==> src/rtl/boot_map_pkg.sv <==
package boot_map_pkg;
  localparam int unsigned ADDR_W   = 32;
  localparam int unsigned REGION_W = 20;  // 1 MB window
  localparam int unsigned SPACE_W  = 28;  // 256 MB owned by this decoder
  localparam int unsigned MAP_W    = 22;  // 4 MB populated
  localparam int unsigned NUM_TGT  = 3;

  localparam int unsigned SEL_FLASH = 0;
  localparam int unsigned SEL_SRAM  = 1;
  localparam int unsigned SEL_ROM   = 2;

  typedef enum logic [1:0] {
    WIN_ALIAS = 2'd0,
    WIN_FLASH = 2'd1,
    WIN_SRAM  = 2'd2,
    WIN_ROM   = 2'd3
  } win_e;

  typedef enum logic [1:0] {
    TGT_NONE  = 2'd0,
    TGT_FLASH = 2'd1,
    TGT_SRAM  = 2'd2,
    TGT_ROM   = 2'd3
  } tgt_e;
endpackage

==> src/rtl/boot_state.sv <==
module boot_state #(
  parameter logic BOOT_DEFAULT = 1'b0
) (
  input  logic clk_i,
  input  logic rst_ni,
  input  logic remap_i,
  input  logic set_boot_i,
  input  logic clr_boot_i,
  input  logic erase_i,
  output logic boot_sel_o,
  output logic remapped_o
);
  logic boot_q, remap_q;

  always_ff @(posedge clk_i or negedge rst_ni) begin
    if (!rst_ni) begin
      boot_q  <= BOOT_DEFAULT;
      remap_q <= 1'b0;
    end else begin
      // clear and erase dominate set
      if (clr_boot_i || erase_i) boot_q <= 1'b0;
      else if (set_boot_i)       boot_q <= 1'b1;
      if (remap_i) remap_q <= 1'b1;
    end
  end

  assign boot_sel_o = boot_q;
  assign remapped_o = remap_q;
endmodule

==> src/rtl/addr_window.sv <==
module addr_window
  import boot_map_pkg::*;
(
  input  logic [ADDR_W-1:0] addr_i,
  input  logic              valid_i,
  output logic              hit_o,
  output logic              abort_o,
  output win_e              win_o
);
  logic in_space, in_map;

  assign in_space = (addr_i[ADDR_W-1:SPACE_W] == '0);
  assign in_map   = (addr_i[SPACE_W-1:MAP_W] == '0);
  assign hit_o    = valid_i && in_space && in_map;
  assign abort_o  = valid_i && in_space && !in_map;
  assign win_o    = win_e'(addr_i[MAP_W-1:REGION_W]);
endmodule

==> src/rtl/alias_route.sv <==
module alias_route
  import boot_map_pkg::*;
(
  input  logic hit_i,
  input  win_e win_i,
  input  logic boot_sel_i,
  input  logic remapped_i,
  output tgt_e tgt_o
);
  always_comb begin
    tgt_o = TGT_NONE;
    if (hit_i) begin
      unique case (win_i)
        WIN_FLASH: tgt_o = TGT_FLASH;
        WIN_SRAM:  tgt_o = TGT_SRAM;
        WIN_ROM:   tgt_o = TGT_ROM;
        default:   tgt_o = remapped_i ? TGT_SRAM : (boot_sel_i ? TGT_FLASH : TGT_ROM);
      endcase
    end
  end
endmodule

==> src/rtl/boot_map_decoder.sv <==
module boot_map_decoder
  import boot_map_pkg::*;
#(
  parameter int unsigned ROM_AW       = 16,
  parameter int unsigned FLASH_AW     = 18,
  parameter int unsigned SRAM_AW      = 16,
  parameter logic        BOOT_DEFAULT = 1'b0
) (
  input  logic                clk_i,
  input  logic                rst_ni,
  input  logic [ADDR_W-1:0]   addr_i,
  input  logic                valid_i,
  input  logic                remap_i,
  input  logic                set_boot_i,
  input  logic                clr_boot_i,
  input  logic                erase_i,
  output logic [NUM_TGT-1:0]  sel_o,
  output logic [REGION_W-1:0] offset_o,
  output logic                abort_o
);
  localparam logic [REGION_W-1:0] ONES = {REGION_W{1'b1}};
  localparam logic [REGION_W-1:0] MASK [NUM_TGT] = '{
    ONES >> (REGION_W - FLASH_AW),
    ONES >> (REGION_W - SRAM_AW),
    ONES >> (REGION_W - ROM_AW)
  };
  localparam tgt_e TGT_OF [NUM_TGT] = '{TGT_FLASH, TGT_SRAM, TGT_ROM};

  logic boot_sel_q, remap_q, hit;
  win_e win;
  tgt_e tgt;
  logic [REGION_W-1:0] off_part [NUM_TGT];

  boot_state #(.BOOT_DEFAULT(BOOT_DEFAULT)) u_state (
    .clk_i      (clk_i),
    .rst_ni     (rst_ni),
    .remap_i    (remap_i),
    .set_boot_i (set_boot_i),
    .clr_boot_i (clr_boot_i),
    .erase_i    (erase_i),
    .boot_sel_o (boot_sel_q),
    .remapped_o (remap_q)
  );

  addr_window u_win (
    .addr_i  (addr_i),
    .valid_i (valid_i),
    .hit_o   (hit),
    .abort_o (abort_o),
    .win_o   (win)
  );

  alias_route u_route (
    .hit_i      (hit),
    .win_i      (win),
    .boot_sel_i (boot_sel_q),
    .remapped_i (remap_q),
    .tgt_o      (tgt)
  );

  for (genvar g = 0; g < NUM_TGT; g++) begin : g_tgt
    assign sel_o[g]    = (tgt == TGT_OF[g]);
    assign off_part[g] = sel_o[g] ? (addr_i[REGION_W-1:0] & MASK[g]) : '0;
  end

  always_comb begin
    offset_o = '0;
    for (int i = 0; i < NUM_TGT; i++) offset_o = offset_o | off_part[i];
  end
endmodule

==> config.mk <==
export PLATFORM = sky130hd
export DESIGN_NAME = boot_map_decoder
export DESIGN_NICKNAME = d
export VERILOG_FILES = /design/src/rtl/boot_map_pkg.sv /design/src/rtl/boot_state.sv /design/src/rtl/addr_window.sv /design/src/rtl/alias_route.sv /design/src/rtl/boot_map_decoder.sv
export SDC_FILE = /design/constraint.sdc
export NUM_CORES = 1
export LEC_CHECK = 0
export ABC_AREA = 1
export BUFFER_PORTS_ARGS = -buffer_cell sky130_fd_sc_hd__buf_4
export CELL_PAD_IN_SITES_DETAIL_PLACEMENT = 0
export CELL_PAD_IN_SITES_GLOBAL_PLACEMENT = 2
export CORE_UTILIZATION = 10
export DETAILED_ROUTE_END_ITERATION = 10
export GPL_TIMING_DRIVEN = 0
export PLACE_DENSITY_LB_ADDON = 0.1
export REMOVE_ABC_BUFFERS = 1
export SYNTH_ARGS = -nofsm -noshare
export SYNTH_HDL_FRONTEND = slang
export SYNTH_HIERARCHICAL = 1
export SYNTH_SLANG_ARGS = --single-unit
==> constraint.sdc <==
create_clock -name clk_i -period 1.25 [get_ports clk_i]
set_input_delay 0.125 -clock clk_i [delete_from_list [all_inputs] [get_ports clk_i]]
set_output_delay 0.125 -clock clk_i [all_outputs]
set_load 0.005 [all_outputs]
==> results of run 1 <==
[cell type report]
type,count,area (µm²),share of cell area [%]
multi-input cells,45,269,26.7
clock buffers,3,41.3,4.10
inverters,28,105,10.4
repair buffers,61,480,47.8
well taps,48,60.1,5.97
flip-flops and latches,2,50.0,4.98
[registers in the layout (all words and copies together), names as in the netlist]
signal	count
u_state/boot_sel_o	1
u_state/remapped_o	1
[stage by stage]
step | cells | setup slack [ns] | hold slack [ns] | instance area [µm²] | total power [mW]
finish | 187 | -0.198 | 0.102 | 1010 | 0.445
global route | 187 | -0.293 | 0.108 | 1010 | 0.482
CTS | 187 | -0.189 | 0.0986 | 961 | 0.451
detailed placement | 181 | -0.216 | -0.0909 | 850 | 0.184
global placement | 181 | -0.220 | -0.0915 | 850 | 0.184
floorplan | 75 | 0.173 | -0.171 | 354 | 0.0944
[how the worst max path moves through the flow]
| stage | end | cells after the start | start | slack [ns] |
|---|---|---|---|---|
| after floorplan | offset_o[0] | 6 | u_state/remapped_o | 0.17 |
| after global placement | offset_o[8] | 9 | addr_i[31] | -0.22 |
| after detailed placement | offset_o[4] | 9 | addr_i[31] | -0.22 |
| after CTS | offset_o[16] | 7 | u_state/remapped_o | -0.19 |
| after global routing | offset_o[16] | 7 | u_state/remapped_o | -0.29 |
| final | offset_o[1] | 8 | u_state/remapped_o | -0.20 |
[logic make-up (layout without fill, tap and decap cells)]
kind of cell / Yosys count / count (layout) / share of synthesized area [%]
AO/OA/AOI/OAI: 1 / 1 / 2.88
AND/OR/NAND/NOR: 42 / 42 / 46.0
buffers and inverters: 33 / 92 / 37.4
other: 1 / 2 / 0.958
flip-flops: 2 / 2 / 12.8
[timing repair]
item                       CTS  global route
hold buffers                 1             0
pin swaps                    1             4
setup buffers                2             1
setup endpoints to repair   21            21
hold endpoints to repair     2             0
gates resized for setup      9            15
[synthesized netlist by cell type, drive strengths merged]
cell,count
or2,1
inv,28
conb,1
dfrtp,2
nand2,7
nor2,32
a21boi,1
nand3,2
buf,5
[per-layer routing]
layer / global-route usage, % / vias up / routed length (µm)
li1: - / 324 / -
met1: 5.24 / 261 / 431
met2: 12.9 / 39 / 677
met3: 1.06 / 2 / 128
met4: 5.00 / 0 / 15
met5: 0 / - / 0
[worst max-delay path, delay by kind of cell, from the launching register on]
family | cells | cell delay, ns
simple gates | 5 | 0.41
flops | 1 | 0.36
buf+inv | 3 | 0.34
[power by group through the flow]
stage / combinational (mW) / clock, mW / sequential [mW]
finish: 0.124 / 0.253 / 0.0674
detailed placement: 0.116 / 0 / 0.0681
global placement: 0.115 / 0 / 0.0682
CTS: 0.122 / 0.262 / 0.0675
global route: 0.137 / 0.277 / 0.0676
floorplan: 0.0265 / 0 / 0.0680
==> impl_metrics.env, run 1 <==
export IMPL_outcome="complete, but fails checks"
export IMPL_violations="setup timing"
export IMPL_unrepaired_setup_endpoints_after_global_routing="yes"
export IMPL_detailroute_via_count=626
export IMPL_min_path_type="primary input to flip-flop"
export IMPL_total_switching_power_uw=90.4
export IMPL_drt_pass1_iterations=2
export IMPL_required_time_of_the_critical_path_ns=1.12
export IMPL_grt_total_usage_pct=6.34
export IMPL_yosysWarnings=6
export IMPL_cts_htree_levels=1
export IMPL_gp_congestion=0.619
export IMPL_synth_top_area_share_pct=26.8
export IMPL_reg2reg_to="u_state/remapped_o"
export IMPL_final_net_count=180
export IMPL_hold_end="u_state/remapped_o"
export IMPL_worst_hold_path_num_cells=2
export IMPL_grt_first_pass_wirelength_um=2040
export IMPL_worst_clock_skew_ns=0
export IMPL_synth_cell_type_count=13
export IMPL_clockRootBuffer="clkbuf_8"
export IMPL_power_ir_vdd_worst_mv=0.423
export IMPL_cts_tree="built"
export IMPL_viasPerCell=3.35
export IMPL_timing_final_ws_setup_ns=-0.198
export IMPL_final_layout_size_suffix_gt1_share_pct=61.9
export IMPL_layout_worst_path_cycle_share_pct=116
export IMPL_setup_violations_final=21
export IMPL_setup_worst_path_class="flip-flop to output port"
export IMPL_worstPathCellList="inv_1, nand2_2, nor2_4, nor2_4, nor2_4, buf_12, nor2_1, buf_4"
export IMPL_minimum_period_implied_by_the_final_worst_setup_slack_ns=1.45
export IMPL_gr_total_overflow=0
export IMPL_postSynthCellCount=79
export IMPL_synth_seq_area_share_pct=12.8
export IMPL_top_level_ports=63
export IMPL_crit_path_start_kind="flip-flop"
export IMPL_syn_to_final_growth_pct=157
export IMPL_setup_worst_path_end_class="output port"
export IMPL_first_global_vias=539
export IMPL_number_of_routed_nets_with_antenna_violations=0
export IMPL_die_height_um=64.6
export IMPL_cts_buffer_depth=2
export IMPL_path_clk_slew_ns=0.03
export IMPL_timing_setup_tns_ns=-3.75
export IMPL_timing_critical_path_fanout_max=16
export IMPL_synth_cell_area_um2=392
export IMPL_final_max_slew_viol_count=0
export IMPL_r2r_start="u_state/remapped_o"
export IMPL_antenna_found_initial=0
export IMPL_dr_first_iter_drc_count=11
export IMPL_critPathMaxStageDelay_ns=0.36
export IMPL_die_width_um=64.6
export IMPL_r2r_cells=1
export IMPL_cts_sinks=2
export IMPL_leakage_power_total_nw=0.596
export IMPL_post_synth_top_area_cell="inv_1"
export IMPL_hpwl_um=1050
export IMPL_standard_cell_row_count=22
export IMPL_sequentialPowerShare_pct=15.2
export IMPL_synthesis_area_per_instance_um2=4.96
export IMPL_utilization_pct=27.1
export IMPL_setup_reg_to_reg_worst_slack_ns=0.55
export IMPL_data_arrival_time_of_the_critical_path_ns=1.32
export IMPL_place_port_buffers=58
export IMPL_timing_final_hold_violations=0
export IMPL_comb_power_share_pct=27.9
export IMPL_clock_latency_ns=0.21
export IMPL_max_cap_violations=0
export IMPL_n_antenna_cell=0
export IMPL_detail_route_drc_violations=0
export IMPL_route_final_wire_length_um=1250
export IMPL_wl_per_cell_um=6.70
export IMPL_fill_cell_total_of_the_finished_layout=426
export IMPL_tritoncts_num_buffers=3
export IMPL_holdCritStartpoint="remap_i"
export IMPL_postSynthRegisterBits=2
export IMPL_clock_fmax_mhz=691
export IMPL_most_common_cell_after_layout_fill_and_taps_aside="buf_4"
export IMPL_die_area_um2=4170
export IMPL_power_per_cell_area_nw_per_um2=442
export IMPL_share_clk_of_total_power_pct=56.9
export IMPL_power_switching_share_pct=20.3
export IMPL_final_cell_mix="buf_4, inv_1, nor2_2"
export IMPL_worst_path_max_delay_cell="dfrtp_1"
export IMPL_initial_util_pct=10.5
export IMPL_synth_top_cells_by_area="inv_1, nor2_1, dfrtp_1"
export IMPL_core_um2=3720
export IMPL_p_int_uw=354
export IMPL_crit_top_cell="nor2_4"
export IMPL_grt_max_degree=17
Note: power is estimated with default switching activity, not from simulation.
==> run 2, diff against run 1 <==
- CORE_ASPECT_RATIO: not set -> 0.8
- GPL_ROUTABILITY_DRIVEN: not set -> 1
- SKIP_LAST_GASP: not set -> 1
==> run 2 against run 1 <==
  * The flow still finishes with violations (setup timing)
  * Clock skew is the same
  * Global-route usage shrank 0.085 points
  * Combinational power is essentially flat
  * Clock-buffer cell count is the same
  * Worst setup slack lost 0.0040 ns
  * Clock power shrank 2%
  * Flip-flop and latch count is the same
  * Via count shrank 3.5%
  * Final cell count grew 2.7%
  * Critical path type unchanged
  * Largest cell class unchanged
==> impl_metrics.env, run 2 (same netlist as run 1, synthesis figures left out) <==
export IMPL_worstSetupPathDepth=7
export IMPL_setup_violations_final=21
export IMPL_final_max_slew_viol_count=0
export IMPL_first_global_vias=535
export IMPL_postLayoutCellArea_um2=1010
export IMPL_timing_final_hold_violations=0
export IMPL_max_cap_violations=0
export IMPL_core_um2=3590
export IMPL_power_per_cell_area_nw_per_um2=436
export IMPL_setup_worst_path_end_class="output port"
export IMPL_dp_cells=185
export IMPL_power_ir_vdd_worst_mv=0.478
export IMPL_critical_path_buffers_and_inverters=3
export IMPL_viasPerCell=3.15
export IMPL_critPathMaxStageDelay_ns=0.38
export IMPL_standard_cell_area_after_detailed_placement_um2=855
export IMPL_final_cell_mix="buf_4, inv_1, nor2_1"
export IMPL_worst_path_max_delay_cell="dfrtp_1"
export IMPL_data_arrival_time_of_the_critical_path_ns=1.33
export IMPL_setup_worst_path_class="flip-flop to output port"
export IMPL_gp_congestion=0.603
export IMPL_worst_hold_margin_ns=0.103
export IMPL_cts_htree_levels=1
export IMPL_number_of_routed_nets_with_antenna_violations=0
export IMPL_final_net_count=181
export IMPL_die_area_um2=4170
export IMPL_unrepaired_setup_endpoints_after_global_routing="yes"
export IMPL_hpwl_um=1140
export IMPL_minimum_period_implied_by_the_final_worst_setup_slack_ns=1.45
export IMPL_min_path_type="primary input to flip-flop"
export IMPL_drt_pass1_iterations=2
export IMPL_clock_fmax_mhz=689
export IMPL_grt_max_degree=17
export IMPL_timing_critical_path_fanout_max=16
export IMPL_cts_sinks=2
export IMPL_timing_critical_path_max_delay_family="flip-flops"
export IMPL_top_level_ports=63
export IMPL_syn_to_final_growth_pct=158
export IMPL_path_clk_slew_ns=0.03
export IMPL_n_antenna_cell=0
export IMPL_standard_cell_row_count=19
export IMPL_fill_cell_total_of_the_finished_layout=420
export IMPL_worst_hold_path_num_cells=2
export IMPL_cts_buffer_depth=2
export IMPL_route_final_wire_length_um=1380
export IMPL_die_width_um=72.0
export IMPL_worst_clock_skew_ns=0
export IMPL_antenna_found_initial=0
export IMPL_tritoncts_num_buffers=3
export IMPL_clock_latency_ns=0.20
export IMPL_clockRootBuffer="clkbuf_8"
export IMPL_layout_worst_path_cycle_share_pct=116
export IMPL_detail_route_drc_violations=0
export IMPL_cts_tree="built"
export IMPL_die_height_um=58.0
export IMPL_violations="setup timing"
export IMPL_leakage_power_total_nw=0.606
export IMPL_final_layout_size_suffix_gt1_share_pct=61.4
export IMPL_place_port_buffers=58
export IMPL_most_common_cell_after_layout_fill_and_taps_aside="buf_4"
export IMPL_crit_path_start_kind="flip-flop"
export IMPL_required_time_of_the_critical_path_ns=1.12
export IMPL_detailroute_via_count=604
export IMPL_dr_first_iter_drc_count=13
export IMPL_gr_total_overflow=0
export IMPL_layout_cells_non_filler=192
export IMPL_timing_final_ws_setup_ns=-0.202
export IMPL_wl_per_cell_um=7.20
export IMPL_initial_util_pct=10.9
export IMPL_grt_total_usage_pct=6.25
export IMPL_r2r_cells=1
export IMPL_outcome="complete, but fails checks"
export IMPL_grt_first_pass_wirelength_um=2080
export IMPL_worstPathCellList="inv_2, nand2_4, a21boi_4, nor2_4, buf_12, nor2_1, buf_4"
run 2: changes by cell type in the layout (fill, tap and decap cells not counted):
cell and delta:
inv_1 -2, inv_2 +2, nor2_1 +3, buf_4 +1
nor2_2 -3
run 2: what timing repair did:
| item | CTS | global route |
|---|---|---|
| hold endpoints to repair | 2 | 0 |
| setup endpoints to repair | 21 | 21 |
| hold buffers | 1 | 0 |
| setup buffers | 2 | 1 |
| resized for setup | 5 | 18 |
| pin swaps | 2 | 4 |
run 2: through the flow:
step           setup slack, ns  power (mW)  utilization, %  TNS, ns
2_1_floorplan            0.173      0.0944               -        0
3_3_place_gp            -0.180       0.183            23.8    -3.40
3_5_place_dp            -0.208       0.185            23.8    -3.88
4_1_cts                 -0.239       0.446            26.5    -4.54
5_1_grt                 -0.279       0.474            28.2    -5.42
6_report                -0.202       0.441            28.2    -3.71
run 2: power by group:
part	leakage, nW	internal (mW)	switching (mW)	total, mW
Clock	0.0216	0.203	0.0457	0.249
Sequential	0.0221	0.0668	0.00101	0.0678
Combinational	0.562	0.0840	0.0401	0.124
Total	0.606	0.354	0.0869	0.441
run 2: routing by layer:
layer  GRT usage [%]  up-vias  routed length (µm)
li1                -      329                   -
met1            7.06      253                 612
met2            11.3       22                 704
met3            1.57        0                  65
met4            2.52        0                   0
met5               0        -                   0
run 2: area by class of cell:
class                   instances  area, µm²  area share (%)
inverters                      28        105            10.4
flip-flops and latches          2       50.0            4.95
repair buffers                 62        488            48.3
well taps                      52       65.1            6.44
clock buffers                   3       41.3            4.08
multi-input cells              45        262            25.9
run 2: worst paths after layout:
path | endpoint | start | slack (ns)
max in group asynchronous | u_state/boot_sel_o | rst_ni | 0.92
min | u_state/remapped_o | remap_i | 0.10
min reg2reg | u_state/remapped_o | u_state/remapped_o | 0.49
min in group asynchronous | u_state/remapped_o | rst_ni | 0.23
max reg2reg | u_state/remapped_o | u_state/remapped_o | 0.53
max | offset_o[0] | u_state/remapped_o | -0.20
